$ cat src/rtl/rcm_pkg.sv
package rcm_pkg;

    // Pair classification carried through the pipeline
    typedef enum logic {
        KIND_PLAIN  = 1'b0,
        KIND_MAPPED = 1'b1
    } pair_kind_e;

    // Smallest odd shift above the operand width; 2^odd + 1 divides by 3
    function automatic int odd_shift(input int w);
        return (((w + 1) % 2) == 1) ? (w + 1) : (w + 2);
    endfunction

    // Reciprocal of three scaled by 2^s, rounded up (exact when s is odd)
    function automatic longint recip3(input int s);
        return ((longint'(1) << s) + 1) / 3;
    endfunction

endpackage

$ cat src/rtl/rcm_ceil_div3.sv
// ceil(num / 3) through a constant reciprocal multiply: floor((num + 2) * M >> SH)
module rcm_ceil_div3 #(
    parameter int IN_W  = 10,
    parameter int OUT_W = 8
) (
    input  logic [IN_W-1:0]  num,
    output logic [OUT_W-1:0] quo
);
    localparam int SH     = rcm_pkg::odd_shift(IN_W);
    localparam int MUL_W  = SH;
    localparam int PROD_W = IN_W + MUL_W;
    localparam logic [MUL_W-1:0] RECIP = MUL_W'(rcm_pkg::recip3(SH));

    logic [IN_W-1:0]   biased;
    logic [PROD_W-1:0] prod;

    always_comb begin
        biased = num + IN_W'(2);
        prod   = PROD_W'(biased) * PROD_W'(RECIP);
        quo    = OUT_W'(prod >> SH);
    end
endmodule

$ cat src/rtl/rcm_classify.sv
// Splits a received pair into the operands for both recovery paths
module rcm_classify #(
    parameter int PIX_W = 8
) (
    input  logic [PIX_W-1:0]     pix_a,
    input  logic [PIX_W-1:0]     pix_b,
    input  logic                 side_bit,
    output rcm_pkg::pair_kind_e  kind,
    output logic                 payload,
    output logic [PIX_W-1:0]     op_a,
    output logic [PIX_W-1:0]     op_b,
    output logic [PIX_W-1:0]     keep_a,
    output logic [PIX_W-1:0]     keep_b
);
    localparam logic [PIX_W-1:0] LSB_CLR = ~PIX_W'(1);

    always_comb begin
        kind    = pix_a[0] ? rcm_pkg::KIND_MAPPED : rcm_pkg::KIND_PLAIN;
        payload = pix_b[0];
        op_a    = pix_a & LSB_CLR;
        op_b    = pix_b & LSB_CLR;
        keep_a  = {pix_a[PIX_W-1:1], side_bit};
        keep_b  = pix_b;
    end
endmodule

$ cat src/rtl/rcm_accept.sv
// Joins the pair stream with the side-bit stream
module rcm_accept (
    input  logic in_valid,
    input  logic marker,
    input  logic side_valid,
    output logic in_ready,
    output logic side_ready,
    output logic take
);
    always_comb begin
        in_ready   = marker | side_valid;
        side_ready = in_valid & ~marker;
        take       = in_valid & in_ready;
    end
endmodule

$ cat src/rtl/rcm_recover.sv
module rcm_recover
    import rcm_pkg::*;
#(
    parameter int PIX_W = 8
) (
    input  logic             clk,
    input  logic             rst_n,
    input  logic             in_valid,
    output logic             in_ready,
    input  logic [PIX_W-1:0] in_a,
    input  logic [PIX_W-1:0] in_b,
    input  logic             side_valid,
    output logic             side_ready,
    input  logic             side_bit,
    output logic             out_valid,
    output logic [PIX_W-1:0] out_a,
    output logic [PIX_W-1:0] out_b,
    output logic             bit_valid,
    output logic             bit_out
);
    localparam int SUM_W = PIX_W + 2;
    localparam int LANES = 2;

    typedef struct packed {
        logic                        valid;
        pair_kind_e                  kind;
        logic                        payload;
        logic [LANES-1:0][SUM_W-1:0] sum;
        logic [PIX_W-1:0]            keep_a;
        logic [PIX_W-1:0]            keep_b;
    } mix_t;

    typedef struct packed {
        logic             valid;
        logic             bit_vld;
        logic             bit_val;
        logic [PIX_W-1:0] pa;
        logic [PIX_W-1:0] pb;
    } res_t;

    mix_t mix_d, mix_q;
    res_t res_d, res_q;

    logic             take;
    pair_kind_e       kind_c;
    logic             payload_c;
    logic [PIX_W-1:0] op_a, op_b, keep_a, keep_b;
    logic [SUM_W-1:0] lane_sum [LANES];
    logic [PIX_W-1:0] lane_q   [LANES];

    rcm_accept u_accept (
        .in_valid   (in_valid),
        .marker     (in_a[0]),
        .side_valid (side_valid),
        .in_ready   (in_ready),
        .side_ready (side_ready),
        .take       (take)
    );

    rcm_classify #(.PIX_W(PIX_W)) u_classify (
        .pix_a    (in_a),
        .pix_b    (in_b),
        .side_bit (side_bit),
        .kind     (kind_c),
        .payload  (payload_c),
        .op_a     (op_a),
        .op_b     (op_b),
        .keep_a   (keep_a),
        .keep_b   (keep_b)
    );

    // Lane 0 rebuilds the first pixel, lane 1 the second
    for (genvar l = 0; l < LANES; l++) begin : g_lane
        logic [PIX_W-1:0] prim, sec;
        assign prim        = (l == 0) ? op_a : op_b;
        assign sec         = (l == 0) ? op_b : op_a;
        assign lane_sum[l] = {1'b0, prim, 1'b0} + {2'b00, sec};

        rcm_ceil_div3 #(.IN_W(SUM_W), .OUT_W(PIX_W)) u_div (
            .num (mix_q.sum[l]),
            .quo (lane_q[l])
        );
    end

    always_comb begin
        mix_d       = mix_q;
        mix_d.valid = take;
        if (take) begin
            mix_d.kind    = kind_c;
            mix_d.payload = payload_c;
            mix_d.keep_a  = keep_a;
            mix_d.keep_b  = keep_b;
            for (int l = 0; l < LANES; l++) begin
                mix_d.sum[l] = lane_sum[l];
            end
        end

        res_d         = res_q;
        res_d.valid   = mix_q.valid;
        res_d.bit_vld = mix_q.valid && (mix_q.kind == KIND_MAPPED);
        if (mix_q.valid) begin
            if (mix_q.kind == KIND_MAPPED) begin
                res_d.pa      = lane_q[0];
                res_d.pb      = lane_q[1];
                res_d.bit_val = mix_q.payload;
            end else begin
                res_d.pa      = mix_q.keep_a;
                res_d.pb      = mix_q.keep_b;
                res_d.bit_val = 1'b0;
            end
        end
    end

    always_ff @(posedge clk or negedge rst_n) begin
        if (!rst_n) begin
            mix_q <= '0;
            res_q <= '0;
        end else begin
            mix_q <= mix_d;
            res_q <= res_d;
        end
    end

    assign out_valid = res_q.valid;
    assign out_a     = res_q.pa;
    assign out_b     = res_q.pb;
    assign bit_valid = res_q.bit_vld;
    assign bit_out   = res_q.bit_val;
endmodule


$ cat config.mk
export PLATFORM = sky130hd
export DESIGN_NAME = rcm_recover
export DESIGN_NICKNAME = d
export VERILOG_FILES = /design/src/rtl/rcm_pkg.sv /design/src/rtl/rcm_ceil_div3.sv /design/src/rtl/rcm_classify.sv /design/src/rtl/rcm_accept.sv /design/src/rtl/rcm_recover.sv
export SDC_FILE = /design/constraint.sdc
export NUM_CORES = 1
export LEC_CHECK = 0
export BUFFER_PORTS_ARGS = -buffer_cell sky130_fd_sc_hd__buf_2
export CORE_MARGIN = 8
export CORE_UTILIZATION = 31
export CTS_BUF_LIST = sky130_fd_sc_hd__clkbuf_8 sky130_fd_sc_hd__clkbuf_16
export DETAILED_ROUTE_END_ITERATION = 6
export GPL_TIMING_DRIVEN = 1
export PLACE_DENSITY = 0.49
export SLEW_MARGIN = 25
export SYNTH_ARGS = -nofsm -noshare
export SYNTH_HDL_FRONTEND = slang
export SYNTH_HIERARCHICAL = 1
export SYNTH_SLANG_ARGS = --single-unit
$ cat constraint.sdc
create_clock -name clk -period 5.7 [get_ports clk]
set_input_delay 0.285 -clock clk [delete_from_list [all_inputs] [get_ports clk]]
set_output_delay 0.285 -clock clk [all_outputs]
set_load 0.02 [all_outputs]
* Word-level counts from Yosys, hierarchy flattened
Cells that the tools add are included.
Storage, ports and cells: register bits 58, bits in latches 0, bits in writable memories 0, memory bits (read-only) 0, input bits 21, word-level logic and storage cells 25, memories kept 0
Operators by class: add/sub/neg operators 4, multipliers 2, div/mod/pow operators 0, $lt $le $gt $ge 0, equal/unequal tests 0, shifts and indexed selects 0, muxes and demuxes 2, bitwise gates (word level) 4, reduce and logical (&&, ||, !) cells 1
Operators with widths (number):
- 10-bit by 10-bit multiplier with 19-bit output (second input constant) | 2
- 10-bit by 2-bit adder with 10-bit output (second input constant) | 2
- 9-bit by 8-bit adder with 10-bit output | 2
- 17-bit 2-to-1 mux | 1
- 1-bit bitwise AND | 2
- 1-bit logical AND | 1
- 1-bit 2-to-1 mux | 1
- 1-bit inverter | 1
- 1-bit OR | 1

* Longest topological paths before layout
depth after elaboration 3, mapped depth 21

* Modules after synthesis
The synthesis kept the hierarchy.
Modules (own cells, without submodules):
- rcm_recover | instances 1, cells an instance 254, area an instance 2909.0 sq um, seq. area each 1451.4 sq um
- rcm_ceil_div3 (g_lane[1].u_div) | instances 1, cells an instance 223, area an instance 1960.6 sq um, seq. area each 0.0 sq um
- rcm_ceil_div3 (g_lane[0].u_div) | instances 1, cells an instance 223, area an instance 1929.4 sq um, seq. area each 0.0 sq um
- rcm_classify | instances 1, cells an instance 35, area an instance 259.0 sq um, seq. area each 0.0 sq um
- rcm_accept | instances 1, cells an instance 3, area an instance 20.0 sq um, seq. area each 0.0 sq um

* Worst setup path before layout
Ideal clock, no wire load.
path type reg-to-reg, from reg mix_q[27] in the netlist's numbering, to reg res_q, in the netlist out_b[3], data arrival time 4885 ps, data required time 5563 ps, slack 678 ps, cell stages (with the launch flop) 21, path buffers 0, path through dfrtp_1 > ha_1 > nand3_1 > xnor2_1 > ha_1 > ha_1 > inv_1 > fa_1 > inv_1 > fa_1 > inv_1 > fa_1 > inv_1 > ha_1 > a211oi_1 > o21ai_0 > o32a_4 > a2111o_1 > o211a_1 > mux2i_1 > a21oi_1
RTL lines:
- start: declaration | RTL line rcm_recover.sv:41 | mix_t mix_d, mix_q;
- start signal: assignment | RTL line rcm_recover.sv:119 | mix_q <= mix_d;
- end signal: assignment | RTL line rcm_recover.sv:120 | res_q <= res_d;
- end: declaration | RTL line rcm_recover.sv:42 | res_t res_d, res_q;

==> reports/summary.txt <==
Outcome = finished, final reports clean
Setup CP Type = register to register
Seq/Total Area, Yosys = 0.205
FF+latch area = 1460 um2
CTS tree = yes
Die area = 27900 um2
Total CTS buffers = 9
Final period util = 0.931
DRC viols = 0
Area growth from synthesis to layout = 9.83%
First-pass GRT wire length = 27.5 mm
Max-slew violations = 0
Mapped Cells = 738
Hold Fails Final Rpt = 0
Top FF cell, synth = dfrtp_1
Slew of the pin with the lowest slew margin = 0.944 ns
Initial Util = 0.315
Nature of the critical path endpoint = register
# H-tree levels = 3
Critical path required time = 5.89 ns
Clk pin slew, worst setup/hold paths = 0.05 ns
Crit-path max FO = 7
Root Driver = clkbuf_16
Final nets = 946
GR peak layer = met2
Pre-antenna DRT Iters = 4
Vias = 4951
Largest net degree at the start of global routing = 59
Die X-Extent = 167 um
Die height = 167 um
Worst skew pair latency = 0.34 ns
Initial antenna violation count = 0
Final setup viols = 0
Most common cell in the netlist = ha_1
Top achievable clock speed = 0.188 GHz
M3 GR Usage = 0.0256
Fillcell total = 2295
I/O pins = 42
Layout Skew = 0.00605 ns
Final Hold Slack = 0.109 ns
R2R depth = 23
Buffer depth of the longest clock path = 2
Core Box Area = 22500 um2
Max transition margin = 0.371
Async S/R FF share, synth = 1.00
Synth top cells by count = 130 x ha_1, 127 x inv_1, 58 x dfrtp_1, 44 x fa_1, 40 x a21oi_1
Input/output buffers = 41
Postcts setup bufs = 0
Met2 Track Usage GR = 0.190
Yosys top cell by area = ha_1
Area of the multi-input gates = 4870 um2
Maxcap violations = 0
Total track usage = 0.121
CP arrival = 5.50 ns
Vias per cell = 4.76
Post-Route WL = 16.2 mm
Number of clock sinks = 58
Post-Synthesis Cell Area = 7080 um2
WL/cell = 15.6 um
GR Util met1 = 0.167
Tmin final = 5.31 ns
Antenna cell count = 0
Crit start category = register
Worst reg2reg setup slack = 0.39 ns
Synth area leaders = ha_1 23%, dfrtp_1 21%, fa_1 12%
Synth warnings = 6
Unique masters post-synth = 58
Crit Reg-Reg Endpoint = out_a[0]
Hold buffers post-CTS = 0
Antenna Nets Post-Route = 0
Fin area = 7770 um2
Share of cells above drive strength 1 = 0.151
Global route overflow = 0
CP startpoint = mix_q[17]
Vias in the first global route = 5170
FF-to-FF Start = mix_q[17]
Share of the synthesized area in the top cell type = 0.230
Post-synthesis register bit count = 58
Post-synth EDFFs = 0
Cell row count = 55
Crit path to = out_a[0]
DR iter-0 viols = 277
Avg Cell Area, Syn = 9.59 um2
HP Class = input port to async pin
Placer congestion estimate = 0.824
Post-DP HPWL = 13.8 mm
Placed instance area = 7390 um2
registers in the layout, indices dropped and copies added (netlist names):
register and count:
mix_q 39, out_a 8, out_b 8, bit_out 1, bit_valid 1, out_valid 1
routing by layer:
metal  wire [um]  vias up
li1            -     2535
met4         267        0
met2        7210       65
met3         528       17
met5           0        -
met1        8190     2334
metrics by stage:
step / TNS (ns) / utilization / setup slack, ns / std cells
after floorplan: 0 / - / 0.678 / 739
after global routing: -0.000804 / 0.345 / -0.000804 / 1041
after CTS: 0 / 0.343 / 0.194 / 1041
after detailed placement: 0 / 0.328 / 0.208 / 1025
after global placement: 0 / 0.328 / 0.291 / 1025
final: 0 / 0.345 / 0.392 / 1041
cells in the final DEF (no fill, tap or decap), types with 20 or more instances in the layout:
master   instances
xnor2_1         28
inv_1          127
nand2_1         22
buf_2           41
mux2_2          27
nor2_1          32
a21oi_1         40
dfrtp_1         54
o21ai_0         20
ha_1           129
fa_1            44
cells by family (layout without fill, tap and decap cells):
family	count (synthesis)	after routing	share of synthesized area
buf+inv	177	194	0.114
fa+ha+maj	174	174	0.354
compound gates	132	132	0.128
simple gates	111	111	0.0804
flops	58	58	0.205
mux	45	45	0.0684
xor+xnor	40	40	0.0495
other cells	1	2	0.000530
how the worst min path moves through the flow:
stage | from | end | slack (ns) | cells after the start
final | rst_n | out_b[4] | 0.11 | 2
after global routing | rst_n | out_b[4] | 0.19 | 2
after CTS | rst_n | out_b[4] | 0.14 | 2
after detailed placement | mix_q[36] | bit_out | 0.48 | 1
after global placement | mix_q[36] | bit_out | 0.47 | 1
after floorplan | rst_n | bit_out | -0.01 | 0
layout make-up:
cell class | instances | area share
clock buffer | 10 | 0.0307
timing repair buffer | 51 | 0.0361
inverter | 127 | 0.0613
tap | 285 | 0.0459
sequential | 58 | 0.187
clock inverter | 6 | 0.0116
multi-input combinational | 504 | 0.627
worst max-delay path, stage by stage, from the launching register on:
cell      delay [ns]
dfrtp_1         0.45
ha_1            0.25
nand2_1         0.08
or2_2           0.30
xnor2_2         0.19
ha_1            0.29
ha_1            0.28
inv_1           0.04
fa_1            0.47
inv_1           0.05
fa_1            0.52
inv_1           0.05
fa_1            0.52
inv_1           0.04
ha_1            0.28
nand4_1         0.15
a211oi_4        0.30
nor3_1          0.08
buf_4           0.16
o211ai_1        0.14
o311ai_0        0.14
buf_4           0.15
mux2i_1         0.12
a21oi_1         0.08
timing repair:
item / 4_1_cts / 5_1_grt
endpoints found under the hold margin: 0 / 0
resized for setup: 0 / 10
setup endpoints to repair: 0 / 8
Power is not shown: default switching activity piles up to over one toggle a cycle in this logic, so the estimate is an artifact.
